[src/rtl/oc_fault_latch.sv]
module oc_fault_latch #(
  parameter int unsigned DEB_CYC = 470,
  parameter int unsigned CLR_CYC = 50
) (
  input  logic clk,
  input  logic rst_n,
  input  logic sync_in,
  input  logic oc_flag,
  input  logic po_sense,
  output logic flt_n,
  output logic po_block
);
  localparam int DW = $clog2(DEB_CYC + 1);
  localparam int CW = $clog2(CLR_CYC + 1);

  logic          latched;
  logic          pend;
  logic          sync_q;
  logic [DW-1:0] deb_cnt;
  logic [CW-1:0] clr_cnt;

  logic sync_edge, deb_full, clr_hit, fire, clear;

  assign sync_edge = sync_in ^ sync_q;
  assign deb_full  = (deb_cnt == DW'(DEB_CYC));
  assign clr_hit   = !po_sense && (clr_cnt == CW'(CLR_CYC - 1));
  assign fire      = !latched && oc_flag && ((deb_full && !pend) || (pend && sync_edge));
  assign clear     = latched && clr_hit;

  always_ff @(posedge clk or negedge rst_n) begin
    if (!rst_n) begin
      sync_q <= 1'b0;
    end else begin
      sync_q <= sync_in;
    end
  end

  always_ff @(posedge clk or negedge rst_n) begin
    if (!rst_n) begin
      deb_cnt <= '0;
    end else if (!oc_flag || latched || pend) begin
      deb_cnt <= '0;
    end else if (!deb_full) begin
      deb_cnt <= deb_cnt + 1'b1;
    end
  end

  always_ff @(posedge clk or negedge rst_n) begin
    if (!rst_n) begin
      clr_cnt <= '0;
    end else if (!latched || po_sense) begin
      clr_cnt <= '0;
    end else if (clr_cnt != CW'(CLR_CYC - 1)) begin
      clr_cnt <= clr_cnt + 1'b1;
    end
  end

  always_ff @(posedge clk or negedge rst_n) begin
    if (!rst_n) begin
      latched <= 1'b0;
      pend    <= 1'b0;
    end else begin
      if (fire) begin
        latched <= 1'b1;
      end else if (clear) begin
        latched <= 1'b0;
      end
      if (clear) begin
        pend <= oc_flag;
      end else if (!oc_flag || fire) begin
        pend <= 1'b0;
      end
    end
  end

  assign flt_n    = ~latched;
  assign po_block = latched;
endmodule

[config.mk]
export PLATFORM = sky130hd
export DESIGN_NAME = oc_fault_latch
export DESIGN_NICKNAME = d
export VERILOG_FILES = /design/src/rtl/oc_fault_latch.sv
export SDC_FILE = /design/constraint.sdc
export NUM_CORES = 1
export LEC_CHECK = 0
export BUFFER_PORTS_ARGS = -buffer_cell sky130_fd_sc_hd__buf_2
export CAP_MARGIN = 10
export CORE_UTILIZATION = 57
export DETAILED_ROUTE_END_ITERATION = 16
export PLACE_DENSITY = 0.79
export SLEW_MARGIN = 20
export SYNTH_ARGS = -nofsm -noshare
export SYNTH_HDL_FRONTEND = slang
export SYNTH_SLANG_ARGS = --single-unit
[constraint.sdc]
create_clock -name clk -period 2.1 [get_ports clk]
set_input_delay 0.21 -clock clk [delete_from_list [all_inputs] [get_ports clk]]
set_output_delay 0.21 -clock clk [all_outputs]
set_load 0.03 [all_outputs]
## Yosys cells after proc, flatten, opt, wreduce, memory -nomap -nowiden

Cells that the tools add are included.

- $add $sub $neg: 2
- Equality and inequality tests: 4
- Multiplexer cells: 8
- Bitwise logic cells: 2
- Reduce and logical (&&, ||, !) cells: 18

Operators with widths:

| kind | count |
|---|---|
| 9-bit 2-to-1 mux | 2 |
| 6-bit 2-to-1 mux | 2 |
| 9-bit by 1-bit adder with 9-bit output, second input constant | 1 |
| 9-bit equality test, second input constant | 1 |
| 6-bit by 1-bit adder with 6-bit output, second input constant | 1 |
| 6-bit equality test, second input constant | 1 |
| 1-bit logical AND | 6 |
| 6-bit inequality test, second input constant | 1 |
| 2-bit nonzero test | 3 |
| 1-bit logical OR | 5 |
| 1-bit zero test | 4 |
| 1-bit 2-to-1 mux | 4 |
| 2-bit by 1-bit inequality test with 1-bit output, second input constant | 1 |
| 1-bit NOT | 1 |
| 1-bit XOR | 1 |

- Flip-flop bits (word level): 18
- Input port bits: 5
- Output and inout bits: 2
- Word-level logic and storage cells: 39

## Logic depth before layout (Yosys ltp)

Gate-level depths: netlist of the first run.

- Depth after elaboration: 7
- Mapped depth: 5
- Mapped depth without buffers: 5

## Worst setup path after synthesis of the first run

Ideal clock, no wire load.

- Path type: flip-flop to flip-flop
- Start: register latched (netlist: po_block)
- End: register deb_cnt[0]
- Library setup time: 0.086 ns
- Arrival time: 1.316 ns
- Required time: 2.014 ns
- Setup slack: 0.698 ns
- Stages on the path, launching flop included: 5
- Buffers on the path: 1
- Clock period less this slack: 1.402 ns
- Cell sequence: dfrtp_1 > nand2b_1 > or2_2 > clkbuf_1 > nor3_1

- Cells in the longest elaborated chain, start to end: 3
- Elaborated cells on any way between the ends: 4
- Those cells by class: 1 x eq/ne; 1 x mux; 2 x reduce/logical

RTL lines:

| element | line | RTL |
|---|---|---|
| start: declaration | 16 | `logic latched;` |
| start signal: assignment | 60 | `latched <= 1'b0;` |
| start signal: assignment | 64 | `latched <= 1'b1;` |
| start signal: assignment | 66 | `latched <= 1'b0;` |
| 1-bit logical OR (*) (2 in a row) | 41 | `end else if (!oc_flag \|\| latched \|\| pend) begin` |
| 2-bit by 1-bit inequality test with 1-bit output (no source line) / 9-bit 2-to-1 mux (equally long branches) | -- |  |
| end signal: assignment | 44 | `deb_cnt <= deb_cnt + 1'b1;` |
| end: declaration | 19 | `logic [DW-1:0] deb_cnt;` |

Every way passes the cells marked *; elsewhere a longest branch is shown, timed or not.
A chain may end at the register's enable or synchronous reset.

## Worst setup path in the final report of the first run

- Start: register deb_cnt[0]
- End: register deb_cnt[8]

- Cells in the longest elaborated chain, start to end: 3
- Elaborated cells on any way between the ends: 5
- Those cells by class: 1 x add/sub; 2 x eq/ne; 2 x mux

RTL lines:

| element | line | RTL |
|---|---|---|
| 9-bit by 1-bit adder with 9-bit output | 44 |  |
| 9-bit 2-to-1 mux | 43 | `end else if (!deb_full) begin` |
| 9-bit 2-to-1 mux | 41 |  |

Several ways; a longest one is shown, not always the timed one. The select of a mux whose other input is x is not followed.

==> run summary, run 1 <==
max incr delay on CP - 0.48 ns
PD cells - 599.9 nW/um2
vias per cell - 5.966
leakage power - 0.0004265 uW
H-Tree Depth - 1
HPWL after DPL - 1.153 mm
total CTS buffers - 3
pin count of the biggest net entering global routing - 19
via count - 698
DR iter-0 viols - 17
GP Congestion - 0.7799
Clock Root Buffer - clkbuf_4
Layout Area Growth over Synthesis - 10.07%
First-pass DRT Iterations - 4
Sink Count - 18
crit-path max FO - 6
Rows - 14
most frequent cells in the layout - dfrtp_1 (18), o21ai_0 (8), a21oi_1 (7)
Fin. Hold Viols - 0
register bit total from synthesis - 18
outcome - finished clean
unrepaired setup endpoints after global routing - no
Ys Warns - 0
clk_lat worst skew - 0.30 ns
dpl cell area - 965.9 um2
total negative slack - 0 ns
fin crit share - 72.72%
Setup Crit Path Kind - reg -> reg
IR drop worst, VDD - 466.7 uV
Port Buffer Count - 6
CP arrival - 1.75 ns
Setup-failing EPs final - 0
pre-CTS WS - 0.6290 ns
Hold Path Class - in -> reg
Max Cap Viol - 0
Mapped Area - 919.6 um2
Final WS setup - 0.5729 ns
first-pass GRT wire length - 2.856 mm
CP startpoint - deb_cnt[0]
Total GRT Usage - 21.02%
Worst Path Required - 2.32 ns
CTS Buffer Depth - 2
dominant cell type by area after synthesis - dfrtp_1
Critical-path top delay cell - or4_1
Syn Nets - 100
Slew Limit Fails - 0
Hold Path Depth - 1
Final Skew - 0.006824 ns
Ports - 7
Multi-input gate area - 450.4 um2
hold_sp - sync_in
Max Clock Freq - 0.6548 GHz
Post-Synthesis Cells - 91
Post-synth EDFFs - 0
Antenna diodes - 0
antenna violations before repair - 0
GRT Residual Overflow - 0
die height - 42.17 um
reg-to-reg critical path startpoint - deb_cnt[0]
largest cells by area after synthesis - dfrtp_1 (49%), ha_1 (5.4%), o21ai_0 (4.4%), a21oi_1 (3.8%), xor2_1 (3.8%)
most common cell after layout, fill and taps aside - dfrtp_1
Netlist cell types - 34
layout cells sized above 1 - 12.87%
worst reg2reg path depth - 4
Clock Pin Slew Worst Setup and Hold Paths - 0.11 ns
Fillers - 117
Post-CTS Resized - 0
Initial Util - 61.05%
worst hold margin - 0.03755 ns
CP cell instances - ha_1 > nand2_1 > or4_1 > a21oi_1
Async SR Flop Fraction - 100.0%
die width - 42.17 um
Primary FF master, synth - dfrtp_1
Final Critical Period - 1.527 ns
vias in the first global route - 659
DR WL/cell - 13.65 um
CTS tree - built
reg2reg setup slack - 0.57 ns
slew margin rel. - 73.76%
DR DRC count - 0
antenna viol nets, final - 0
post-synth top area share - 48.98%
CP endpoint kind - register
core area - 1506 um2
final layout net count - 111
sequential fraction of the synthesis area - 48.98%
mean post-synth cell area - 10.11 um2
Register Area - 450.4 um2
Die Area - 1778 um2
Slew @ Worst Pin - 0.3936 ns
drt total wl - 1.597 mm
design area - 1012 um2
CP Launch Type - register
-- area by class of cell --
cell class / instances / share of cell area [%]
well taps: 16 / 1.978
flip-flops and latches: 18 / 44.50
inverters: 4 / 1.483
multi-input cells: 68 / 44.50
clock buffers: 4 / 3.585
repair buffers: 7 / 3.956
-- layer usage --
| layer | share of wire, % | vias to the layer above | global-route usage, % |
|---|---|---|---|
| met3 | 3.6 | 4 | 3.879 |
| met4 | 1.2 | 0 | 7.500 |
| met1 | 50 | 323 | 30.84 |
| met2 | 46 | 17 | 31.38 |
| met5 | 0 | - | 0 |
| li1 | - | 354 | - |
-- state kept, by name, indices dropped and copies added (netlist names) --
name / count
clr_cnt: 6
pend: 1
sync_q: 1
deb_cnt: 9
po_block: 1
-- path summary, 6_finish.rpt --
kind / to
max: deb_cnt[8]
min: sync_q
max reg2reg: deb_cnt[8]
min reg2reg: deb_cnt[8]
max in group asynchronous: clr_cnt[4]
min in group asynchronous: clr_cnt[2]
-- through the flow --
step                      std cells  total power (uW)  util [%]
after floorplan                  91             380.1         -
after global placement          112             395.1     64.12
after detailed placement        112             395.7     64.12
after CTS                       117             608.0     67.19
after global routing            117             630.9     67.19
final                           117             607.2     67.19
-- cells by family after synthesis --
group | synth area share [%]
XOR/XNOR | 4.762
AO/OA/AOI/OAI | 14.97
AND/OR/NAND/NOR | 22.59
buffers and inverters | 2.040
adder cells (fa/ha/maj) | 5.442
multiplexers | 1.224
flip-flops | 48.98
-- where the power goes --
part           internal (uW)  total [uW]  switching, uW
Sequential               352         360           8.14
Combinational           12.6        30.1           17.5
Clock                    106         217            111
Total                    470         607            137
-- cell usage after synthesis, drive strengths merged (2+ instances only) --
cell	instances
or3	3
o21ai	8
dfrtp	18
ha	4
a21oi	7
nand2b	2
nand3	5
nor3b	2
nand4	3
nand2	5
nor2	4
inv	4
or2	2
nor3	3
xor2	4
-- repair_timing --
| item | in CTS | in global routing |
|---|---|---|
| endpoints found under the setup margin | 0 | 0 |
| hold endpoints to repair | 18 | 0 |
| setup buffers | 0 | 0 |
| hold buffers | 1 | 0 |
-- critical path: cells and delay by family (launching register included) --
family | cells | cell delay (ns)
flip-flops | 1 | 0.45
AO/OA/AOI/OAI | 1 | 0.15
AND/OR/NAND/NOR | 2 | 0.60
adder cells (fa/ha/maj) | 1 | 0.25
Note: power is estimated with default switching activity, not from simulation.
==> inputs of run 2 (changes only) <==
--- a/config.mk
+++ b/config.mk
@@ -7,9 +7,9 @@
 export LEC_CHECK = 0
 export BUFFER_PORTS_ARGS = -buffer_cell sky130_fd_sc_hd__buf_2
 export CAP_MARGIN = 10
-export CORE_UTILIZATION = 57
+export CORE_UTILIZATION = 51
 export DETAILED_ROUTE_END_ITERATION = 16
-export PLACE_DENSITY = 0.79
+export PLACE_DENSITY = 0.75
 export SLEW_MARGIN = 20
 export SYNTH_ARGS = -nofsm -noshare
 export SYNTH_HDL_FRONTEND = slang
==> constraint.sdc (replaced) <==
create_clock -name clk -period 1.4 [get_ports clk]
set_input_delay 0.14 -clock clk [delete_from_list [all_inputs] [get_ports clk]]
set_output_delay 0.14 -clock clk [all_outputs]
set_load 0.03 [all_outputs]
==> run summary, run 2 (same netlist as run 1, synthesis figures left out) <==
die height - 44.47 um (+5.5%)
CTS tree - built
Worst Path Required - 1.63 ns (-0.69 ns)
Slew @ Worst Pin - 0.4009 ns (+0.007323 ns)
core area - 1594 um2 (+5.8%)
antenna violations before repair - 0 (unchanged)
Antenna diodes - 0 (unchanged)
part of the power in registers - 58.5% (-0.8 points)
first-pass GRT wire length - 3.022 mm (+5.8%)
PD cells - 810.8 nW/um2 (+35%)
H-Tree Depth - 1 (unchanged)
pin count of the biggest net entering global routing - 19 (unchanged)
CTS Buffer Depth - 2 (unchanged)
Fin. Hold Viols - 0 (unchanged)
Sink Count - 18 (unchanged)
Largest regs - deb_cnt: 9 flops, clr_cnt: 6 flops
DR iter-0 viols - 9 (-8)
Internal Pwr Total - 719.3 uW (+53%)
fin cells - 136 (+16%)
most common cell after layout, fill and taps aside - dfrtp_1
IR drop worst, VDD - 650.3 uV (+39%)
Port Buffer Count - 6 (unchanged)
layout cells sized above 1 - 27.68% (+15 points)
die width - 44.47 um (+5.5%)
Setup-failing EPs final - 0 (unchanged)
hold_sp - oc_flag
Biggest register - deb_cnt
switching fraction of total power - 21.66% (-0.91 points)
clk_lat worst skew - 0.29 ns (about the same)
GRT Residual Overflow - 0 (unchanged)
crit-path max FO - 4 (-2)
Die Area - 1977 um2 (+11%)
CP endpoint kind - register
leakage power - 0.0004769 uW (+12%)
Clock Pin Slew Worst Setup and Hold Paths - 0.10 ns (about the same)
Slew Limit Fails - 0 (unchanged)
antenna viol nets, final - 0 (unchanged)
Setup Crit Path Kind - reg -> reg
vias in the first global route - 704 (+6.8%)
via count - 739 (+5.9%)
Max Clock Freq - 0.7322 GHz (+12%)
fin crit share - 97.56% (+25 points)
GP Congestion - 0.7103 (-8.9%)
total CTS buffers - 3 (unchanged)
Clk pwr share - 34.1% (-1.6 points)
vias per cell - 5.434 (-8.9%)
Final Skew - 0.01011 ns (+0.003286 ns)
max reg flops - 9 (unchanged)
Logic pwr share - 7.4% (+2.4 points)
Rows - 14 (unchanged)
Initial Util - 57.69% (-3.4 points)
Total GRT Usage - 21.63% (+0.61 points)
CP startpoint - deb_cnt[0]
total negative slack - 0 ns (unchanged)
Clock Root Buffer - clkbuf_4
Final Critical Period - 1.366 ns (-0.1613 ns)
CP Launch Type - register
HPWL after DPL - 1.224 mm (+6.1%)
First-pass DRT Iterations - 3 (-1)
slew margin rel. - 73.27% (-0.49 points)
Layout Area Growth over Synthesis - 23.13%
drt total wl - 1.755 mm (+9.9%)
final layout net count - 122 (+9.9%)
switching pwr - 198.9 uW (+45%)
Ports - 7 (unchanged)
Max Cap Viol - 0 (unchanged)
unrepaired setup endpoints after global routing - yes
DR WL/cell - 12.90 um (-5.5%)
Hold Path Class - in -> reg
DR DRC count - 0 (unchanged)
outcome - finished clean
most frequent cells in the layout - dfrtp_1 (16), buf_4 (10), o21ai_0 (7)
Placed Cells - 128 (+14%)
CP arrival - 1.60 ns (-0.15 ns)
reg-to-reg critical path startpoint - deb_cnt[0]
[run 2: what timing repair did]
item / in CTS / in global routing
gates cloned: 0 / 0
endpoints found under the hold margin: 19 / 0
pin swaps: 1 / 1
setup buffers: 2 / 0
resized for setup: 1 / 7
setup endpoints to repair: 1 / 4
hold buffers: 2 / 0
[run 2: metal layers]
metal | wire (um) | vias to the layer above | track usage [%]
met2 | 921 | 6 | 38.82
met1 | 779 | 356 | 24.47
met3 | 45 | 2 | 7.347
met4 | 9 | 0 | 5.455
li1 | - | 375 | -
met5 | 0 | - | 0
[run 2: worst paths after layout]
kind,to,slack (ns),cells past startpoint
worst max-delay path,deb_cnt[8],0.03,4
worst min-delay path,pend,0.11,2
worst max register to register,deb_cnt[8],0.03,4
worst min register to register,po_block,0.59,1
max in group asynchronous,deb_cnt[3],0.79,2
min in group asynchronous,clr_cnt[4],0.29,2
[run 2: layout make-up]
| class | instances | area, um2 |
|---|---|---|
| multi-input cells | 68 | 473.0 |
| inverters | 4 | 15.01 |
| flip-flops and latches | 18 | 452.9 |
| clock buffers | 4 | 36.28 |
| fillers | 122 | 461.7 |
| well taps | 24 | 30.03 |
| repair buffers | 18 | 125.1 |
[run 2: critical path, cell delays in order (launching register included)]
cell	delay [ns]
dfrtp_1	0.41
ha_2	0.21
nand2_2	0.08
or4_4	0.49
a21oi_2	0.13
[run 2: power by group through the flow]
stage               Sequential [uW]  Combinational, uW  Clock [uW]
floorplan                       547               22.7           0
global route                    538               76.1         346
finish                          537               68.1         313
detailed placement              549               48.8           0
CTS                             536               64.9         322
global placement                548               48.8           0
[run 2: stage by stage]
stage               worst slack [ns]  instance area, um2  hold slack [ns]  power (uW)  util (%)
floorplan                    0.03374               920.9          -0.1556       570.1         -
global placement             0.05878                1037          0.08640       596.7     65.07
detailed placement          -0.01828                1037          0.08693       598.2     65.07
CTS                         0.005525                1111           0.1089       922.1     69.70
global route                -0.02739                1132           0.1062       960.7     71.04
finish                       0.03422                1132           0.1145       918.1     71.04
